$ cat src/rtl/ecc_err_log_pkg.sv
package ecc_err_log_pkg;
    localparam int unsigned ADDR_W    = 32;
    localparam int unsigned PAGE_BITS = 12;
    localparam int unsigned BLK_W     = ADDR_W - PAGE_BITS;
    localparam int unsigned SYN_W     = 8;
    localparam int unsigned WDATA_W   = 16;
    localparam int unsigned RDATA_W   = 32;
    localparam int unsigned SEL_W     = 3;

    localparam int unsigned STAT_CE_BIT = 0;
    localparam int unsigned STAT_UE_BIT = 7;
    localparam int unsigned CMD_CE_BIT  = 7;
    localparam int unsigned CMD_UE_BIT  = 8;

    localparam logic [WDATA_W-1:0] CMD_MASK =
        WDATA_W'((1 << CMD_CE_BIT) | (1 << CMD_UE_BIT));

    typedef enum logic [SEL_W-1:0] {
        SEL_STATUS = 3'd0,
        SEL_CMD    = 3'd1,
        SEL_ADDR   = 3'd2,
        SEL_SYN    = 3'd3,
        SEL_CHAN   = 3'd4
    } reg_sel_e;

    typedef struct packed {
        logic [BLK_W-1:0] blk;
        logic [SYN_W-1:0] syn;
        logic             chan;
    } err_log_t;

    typedef struct packed {
        logic ce;
        logic ue;
    } err_flags_t;

    function automatic logic [RDATA_W-1:0] status_word(input err_flags_t f);
        logic [RDATA_W-1:0] w;
        w = '0;
        w[STAT_CE_BIT] = f.ce;
        w[STAT_UE_BIT] = f.ue;
        return w;
    endfunction

    function automatic logic [RDATA_W-1:0] addr_word(input logic [BLK_W-1:0] b);
        return {b, {PAGE_BITS{1'b0}}};
    endfunction
endpackage

$ cat src/rtl/ecc_log_capture.sv
module ecc_log_capture
    import ecc_err_log_pkg::*;
(
    input  logic             clk,
    input  logic             rst,
    input  logic             ce_i,
    input  logic             ue_i,
    input  logic [BLK_W-1:0] blk_i,
    input  logic [SYN_W-1:0] syn_i,
    input  logic             chan_i,
    input  logic             clr_ce_i,
    input  logic             clr_ue_i,
    output err_flags_t       flags_o,
    output err_log_t         log_o
);
    err_flags_t flags_q;
    err_log_t   log_q;
    logic       take_ue, take_ce;

    // Uncorrectable wins ties and may overwrite a correctable log.
    assign take_ue = ue_i && !flags_q.ue;
    assign take_ce = ce_i && !ue_i && !flags_q.ce && !flags_q.ue;

    always_ff @(posedge clk) begin
        if (rst) begin
            flags_q <= '0;
            log_q   <= '0;
        end else begin
            flags_q.ce <= ce_i | (flags_q.ce & ~clr_ce_i);
            flags_q.ue <= ue_i | (flags_q.ue & ~clr_ue_i);
            if (take_ue || take_ce) begin
                log_q.blk  <= blk_i;
                log_q.syn  <= syn_i;
                log_q.chan <= chan_i;
            end
        end
    end

    assign flags_o = flags_q;
    assign log_o   = log_q;

    AST_CE_SETS_FLAG: assert property (@(posedge clk) disable iff (rst)
        ce_i |=> flags_q.ce);
    AST_UE_SETS_FLAG: assert property (@(posedge clk) disable iff (rst)
        ue_i |=> flags_q.ue);
    AST_UE_FREEZES_LOG: assert property (@(posedge clk) disable iff (rst)
        flags_q.ue |=> $stable(log_q));
    AST_CE_NO_OVERWRITE: assert property (@(posedge clk) disable iff (rst)
        (flags_q.ce || flags_q.ue) && !ue_i |=> $stable(log_q));
    AST_FLAG_STICKY: assert property (@(posedge clk) disable iff (rst)
        flags_q.ce && !clr_ce_i |=> flags_q.ce);
endmodule

$ cat src/rtl/ecc_log_regs.sv
module ecc_log_regs
    import ecc_err_log_pkg::*;
(
    input  logic               clk,
    input  logic               rst,
    input  logic [SEL_W-1:0]   sel_i,
    input  logic               wr_i,
    input  logic [WDATA_W-1:0] wdata_i,
    input  err_flags_t         flags_i,
    input  err_log_t           log_i,
    output logic               clr_ce_o,
    output logic               clr_ue_o,
    output logic               ce_en_o,
    output logic               ue_en_o,
    output logic [RDATA_W-1:0] rdata_o
);
    logic [WDATA_W-1:0] cmd_q;
    reg_sel_e           sel;

    assign sel      = reg_sel_e'(sel_i);
    assign clr_ce_o = wr_i && (sel == SEL_STATUS) && wdata_i[STAT_CE_BIT];
    assign clr_ue_o = wr_i && (sel == SEL_STATUS) && wdata_i[STAT_UE_BIT];

    always_ff @(posedge clk) begin
        if (rst)
            cmd_q <= '0;
        else if (wr_i && sel == SEL_CMD)
            cmd_q <= wdata_i & CMD_MASK;
    end

    assign ce_en_o = cmd_q[CMD_CE_BIT];
    assign ue_en_o = cmd_q[CMD_UE_BIT];

    always_comb begin
        rdata_o = '0;
        case (sel)
            SEL_STATUS: rdata_o = status_word(flags_i);
            SEL_CMD:    rdata_o = RDATA_W'(cmd_q);
            SEL_ADDR:   rdata_o = addr_word(log_i.blk);
            SEL_SYN:    rdata_o = RDATA_W'(log_i.syn);
            SEL_CHAN:   rdata_o = RDATA_W'(log_i.chan);
            default:    rdata_o = '0;
        endcase
    end

    AST_CMD_RESERVED_ZERO: assert property (@(posedge clk) disable iff (rst)
        (cmd_q & ~CMD_MASK) == '0);
endmodule

$ cat src/rtl/ecc_log_irq.sv
module ecc_log_irq
    import ecc_err_log_pkg::*;
(
    input  logic       clk,
    input  logic       rst,
    input  err_flags_t flags_i,
    input  logic       ce_en_i,
    input  logic       ue_en_i,
    output logic       irq_o
);
    logic irq_q;

    always_ff @(posedge clk) begin
        if (rst) irq_q <= 1'b0;
        else     irq_q <= (flags_i.ce & ce_en_i) | (flags_i.ue & ue_en_i);
    end

    assign irq_o = irq_q;

    AST_IRQ_QUIET: assert property (@(posedge clk) disable iff (rst)
        !flags_i.ce && !flags_i.ue |=> !irq_q);
    AST_IRQ_UE: assert property (@(posedge clk) disable iff (rst)
        flags_i.ue && ue_en_i |=> irq_q);
endmodule

$ cat src/rtl/ecc_err_log.sv
module ecc_err_log
    import ecc_err_log_pkg::*;
(
    input  logic               clk,
    input  logic               rst,
    input  logic               ce_strobe_i,
    input  logic               ue_strobe_i,
    input  logic [BLK_W-1:0]   err_blk_i,
    input  logic [SYN_W-1:0]   err_syn_i,
    input  logic               err_chan_i,
    input  logic [SEL_W-1:0]   reg_sel_i,
    input  logic               reg_wr_i,
    input  logic [WDATA_W-1:0] reg_wdata_i,
    output logic [RDATA_W-1:0] reg_rdata_o,
    output logic               irq_o
);
    err_flags_t flags;
    err_log_t   log_st;
    logic       clr_ce, clr_ue, ce_en, ue_en;

    ecc_log_capture u_capture (
        .clk(clk), .rst(rst),
        .ce_i(ce_strobe_i), .ue_i(ue_strobe_i),
        .blk_i(err_blk_i), .syn_i(err_syn_i), .chan_i(err_chan_i),
        .clr_ce_i(clr_ce), .clr_ue_i(clr_ue),
        .flags_o(flags), .log_o(log_st)
    );

    ecc_log_regs u_regs (
        .clk(clk), .rst(rst),
        .sel_i(reg_sel_i), .wr_i(reg_wr_i), .wdata_i(reg_wdata_i),
        .flags_i(flags), .log_i(log_st),
        .clr_ce_o(clr_ce), .clr_ue_o(clr_ue),
        .ce_en_o(ce_en), .ue_en_o(ue_en),
        .rdata_o(reg_rdata_o)
    );

    ecc_log_irq u_irq (
        .clk(clk), .rst(rst),
        .flags_i(flags), .ce_en_i(ce_en), .ue_en_i(ue_en),
        .irq_o(irq_o)
    );
endmodule

$ cat config.mk
export PLATFORM = sky130hd
export DESIGN_NAME = ecc_err_log
export DESIGN_NICKNAME = d
export VERILOG_FILES = /design/src/rtl/ecc_err_log_pkg.sv /design/src/rtl/ecc_log_capture.sv /design/src/rtl/ecc_log_regs.sv /design/src/rtl/ecc_log_irq.sv /design/src/rtl/ecc_err_log.sv
export SDC_FILE = /design/constraint.sdc
export NUM_CORES = 1
export LEC_CHECK = 0
export ABC_AREA = 1
export BUFFER_PORTS_ARGS = -buffer_cell sky130_fd_sc_hd__clkbuf_2
export CAP_MARGIN = 15
export CORE_ASPECT_RATIO = 0.75
export CORE_MARGIN = 10
export CORE_UTILIZATION = 46
export CTS_CLUSTER_DIAMETER = 200
export DETAILED_ROUTE_END_ITERATION = 16
export PLACE_DENSITY = 0.84
export SYNTH_ARGS = -nofsm -noshare
export SYNTH_HDL_FRONTEND = slang
export SYNTH_SLANG_ARGS = --single-unit
$ cat constraint.sdc
create_clock -name clk -period 1.2 [get_ports clk]
set_input_delay 0.06 -clock clk [delete_from_list [all_inputs] [get_ports clk]]
set_output_delay 0.06 -clock clk [all_outputs]
set_load 0.02 [all_outputs]
# Word level (Yosys, flattened, before mapping)
# Index checks and enable logic that the tools add are counted.
# word_totals
in_bits	53
reg_bits	34
elab_cells	34
out_inout_bits	33
# op_classes
n_reduce_logical	13
mux	1
bitwise_logic	9
n_eq_ne	4
# ops
cell	n
$pmux W32 S5	1
$logic_and A1 B1 Y1	8
$eq A3 B2 Y1 const B	2
$and A1 B1 Y1	4
$eq A3 B1 Y1 const B	1
$eq A3 B3 Y1 const B	1
$logic_not A1 Y1	3
$logic_not A3 Y1	1
$or A1 B1 Y1	3
$not A1 Y1	2
$logic_or A1 B1 Y1	1

# Longest topological paths before layout
# logic_depth
ltp_word	6
mapped_depth	6
mapped_depth_nobuf	6

# By module
# From an unflattened synthesis, not the netlist that was laid out.
# unflattened
cells_unflattened	305
hier_area_um2	1998.2
# by_module_without_submodules
module	seq_area_each_um2	area_each_um2	cells_per_inst	instances
ecc_log_capture	620.6	1486.4	203	1
ecc_log_regs	40.0	475.5	98	1
ecc_log_irq	20.0	36.3	4	1

# Least setup slack after synthesis
# Ideal clock, no wire load.
# synth_path
path_kind	reg2reg
start	register u_capture.flags_q (netlist bit u_capture.flags_o[0])
end	register u_capture.log_q (netlist bit u_capture.log_o[0])
t_arrival_ps	913
period_less_slack_ps	1028
required_ps	1085
n_path_buf	2
path_stages_with_launch	6
setup_time_ps	115
slack_ps	172
path_cell_list	dfxtp_1 inv_1 buf_2 buf_2 a21oi_1 nor2_1
# synth_via
elab_chain_cells	3
word_cells_on_any_way	4
cone_classes	reduce/logical: 4
# synth_rtl
item	line	source
from (decl)	ecc_log_capture.sv:16	err_flags_t flags_q;
$logic_not A1 Y1 (*)	ecc_log_capture.sv:21, ecc_log_capture.sv:22	
$logic_and A1 B1 Y1 (on tied branches)	ecc_log_capture.sv:21, ecc_log_capture.sv:22	
$logic_or A1 B1 Y1 (*)	ecc_log_capture.sv:31	if (take_ue || take_ce) begin
to (decl)	ecc_log_capture.sv:17	err_log_t log_q;
# Every way passes the cells marked *; elsewhere a longest branch is shown, timed or not.
# A chain may end at the register's enable or synchronous reset.

# Worst setup path after layout
# layout_path
start	register u_capture.flags_q (netlist bit u_capture.flags_o[1])
end	register u_capture.log_q (netlist bit u_capture.log_o[28])
# layout_via
elab_chain_cells	4
# layout_rtl
item	line	source
$logic_not A1 Y1	ecc_log_capture.sv:22	assign take_ce = ce_i && !ue_i && !flags_q.ce && !flags_q.ue;
$logic_and A1 B1 Y1 (2 in a row)	ecc_log_capture.sv:22	
$logic_or A1 B1 Y1	ecc_log_capture.sv:31	
# Every way passes these cells.

==> impl_results.md <==
- Status: finished, final reports clean
- Post-detailed-route count of antenna-violating nets: 0
- Area taken by multi-input logic gates: approximately 850 um2
- CP bufs+invs: 2
- Critical path cell sequence: o21ai_4 > buf_4 > clkbuf_16 > nand3b_1 > nand2_1 > nor2_1
- Fin crit period: approximately 1100 ps
- Gpl congestion: 0.789
- Pwr per Cell Area: 1150 nW/um2
- DR DRC count: 0
- Comb power frac: 0.207
- Sequential element share of the synthesized area: 0.385
- Fin nets: a little under 400
- Post-synthesis adder-cell area fraction: 0
- Dominant cells by area after synthesis: dfxtp_1 38%, nor2_1 13%, nand3b_1 12%
- Multiplexer share of the synthesized area: 0
- Routed WL: 4690 um
- Dpl ws: 56.8 ps
- Worst Path Max Fanout: 16
- Synthesized area: about 1800 um2
- Clock-pin slew on the worst setup and hold paths: approximately 70 ps
- Layout Utilization: 0.634
- Core Footprint: 3680 um2
- # IOs: 86
- Slew Viols, Final: 0
- Final worst slack: approximately 68 ps
- Worst endpoint required time: 1370 ps
- Largest net degree at the start of global routing: 59
- VDD IR max: 0.850 mV
- Critical Path End Type: flip-flop
- Fraction of power consumed by sequential logic: 0.478
- FF+latch count, synth: 34
- Initial antenna violation count: 0
- Simple-gate portion of the synthesized area: 0.372
- Cell family with most CP delay: buffers and inverters
- Avg WL per Cell: 12.0 um
- F_max: between 800 and 900 MHz
- HPWL Detailed: 3300 um
- Rows: 19
- Psw: roughly 740 uW
- Layout cell share with drive strength beyond 1: 0.263
- CP max stage delay: 350 ps
- Clock skew: about 4.3 ps
- Most frequent cell after synthesis: nor2_1
- CP Data Arrival Time: 1310 ps
- MaxCap Viol Count: 0
- Die area: 6750 um2
- Yosys warning total: 0
- Overall Power: 2.67 mW
- Diode count: 0
- Synth top area share: 0.385
- Post-Synth XOR/XNOR Area: 0
- Most used DFF post-synth: dfxtp_1
- Clock share of power: 0.315
- Tcrit/Tclk final: 0.943
- Power Internal: 1.94 mW
- Die height: between 70 and 80 um
- First DRT Iteration DRCs: 81
- Area fraction in compound gates after synthesis: 0.0955
- H-tree depth: 2
- GRT Residual Overflow: 0
- Netlist cell types: 16
- Via Count: 1808
- CTS Buffer Depth: 2
- Syn avg cell area: 6.60 um2
- Area leader, netlist: dfxtp_1
- Final hold viol count: 0
- Hold Path Class: in -> reg
- Largest family of logic cells by synthesized area: simple AND/OR/NAND/NOR gates
- # port buffers: 69
- CP max stage cell: dfxtp_2
- CTS tree: yes
- Layout overhead on the synthesized area: 32.0%
- Initial Util: 0.480
- Switch share: 0.275
- Die Wd: 91.6 um
- Static leakage: 1.18 nW
- First-pass GRT wire length: 7450 um
- CP Launch Type: flip-flop
- Vias per cell: 4.64
- Kind of critical path: reg -> reg
- CTS Buf Count: 5
- Root buffer cell: clkbuf_8
- Synth top cells by count: 62 x nor2_1, 41 x nand2_1, 38 x inv_1
- # clock sinks: 34
- Fillers: 349
- Final setup fails: 0
- Ys async rst share: 0
- TritonRoute pass-1 iters: 4
- Worst skew pair latency: 280 ps
- Sequential Area: 682 um2
- Number of flops mapped to enable cells by yosys: 0
- GRT Overall Usage: 0.131
- Setup TNS: 0 ps
- Post-Syn Instances: 268
- Vias in the first global route: 1725
[sequential cells by signal (all words and copies together), names as in the netlist]
register / count
u_capture.log_o: 29
u_irq.irq_o: 1
u_capture.flags_o: 2
u_regs.cmd_q: 2
[stage by stage]
step | hold slack, ps | area (um2) | instances
after CTS | 46.5 | 2260 | 386
after floorplan | 129 | 1780 | 270
after global routing | 87.4 | 2330 | 390
after detailed placement | 282 | 2160 | 377
after global placement | 276 | 2160 | 377
final | 56.5 | 2330 | 390
[layout make-up]
class                      count  share of cell area
multi-input combinational    178               0.364
sequential                    34               0.292
timing repair buffer          80               0.215
inverter                      38              0.0611
clock buffer                   7              0.0370
tap                           52              0.0279
clock inverter                 1             0.00214
[power by group through the flow]
stage	registers [mW]	logic, mW	clock network (mW)
2_1_floorplan	1.29	0.369	0
3_3_place_gp	1.30	0.504	0
3_5_place_dp	1.30	0.516	0
4_1_cts	1.28	0.520	0.877
5_1_grt	1.29	0.625	0.931
6_report	1.28	0.553	0.841
[worst register-to-register path, cell delays in order (launching register included)]
cell and delay [ps]:
dfxtp_2 350, o21ai_4 140, buf_4 180, clkbuf_16 180, nand3b_1 80, nand2_1 60
nor2_1 40
[layer usage]
metal / part of all wire / up-vias / global-route usage
li1: - / 958 / -
met1: 0.47 / 801 / 0.148
met2: 0.45 / 45 / 0.220
met3: 0.076 / 4 / 0.0600
met4: 0.0053 / 0 / 0.0364
met5: 0 / - / 0
[layout by cell type, fill, tap and decap left out]
cell type,synthesis,final
nor3_1,2,1
nor2_1,62,62
nand4_1,3,3
buf_12,0,3
clkbuf_2,0,69
clkbuf_8,0,6
dlygate4sd3_1,0,1
inv_1,38,37
conb_1,1,3
clkbuf_1,5,1
a21oi_1,32,32
dfxtp_1,34,33
clkbuf_16,0,2
nand3_1,5,5
nor3_2,0,1
nand2_1,41,41
clkinv_1,0,1
o21ai_4,0,1
nand3b_1,29,29
clkinv_2,0,1
buf_4,4,5
dfxtp_2,0,1
[kinds of logic after synthesis]
| logic type | Yosys count |
|---|---|
| DFF | 34 |
| and+or+nand+nor | 142 |
| buffers and inverters | 58 |
| AOI/OAI and AO/OA | 33 |
| other | 1 |
[what timing repair did]
item / 4_1_cts / 5_1_grt
hold buffers: 1 / 0
setup endpoints to repair: 0 / 13
endpoints found under the hold margin: 3 / 0
gates resized for setup: 0 / 2
buffers inserted: 0 / 2
[worst paths after layout]
| check | slack, ps | start | depth (start not counted) | to |
|---|---|---|---|---|
| worst max register to register | 70 | u_capture.flags_o[1] | 6 | u_capture.log_o[28] |
| worst min register to register | 480 | u_regs.cmd_q[8] | 2 | u_irq.irq_o |
| worst max-delay path | 70 | u_capture.flags_o[1] | 6 | u_capture.log_o[28] |
| worst min-delay path | 60 | reg_wdata_i[8] | 5 | u_regs.cmd_q[8] |
No activity file was read; power rests on OpenSTA's default activity.
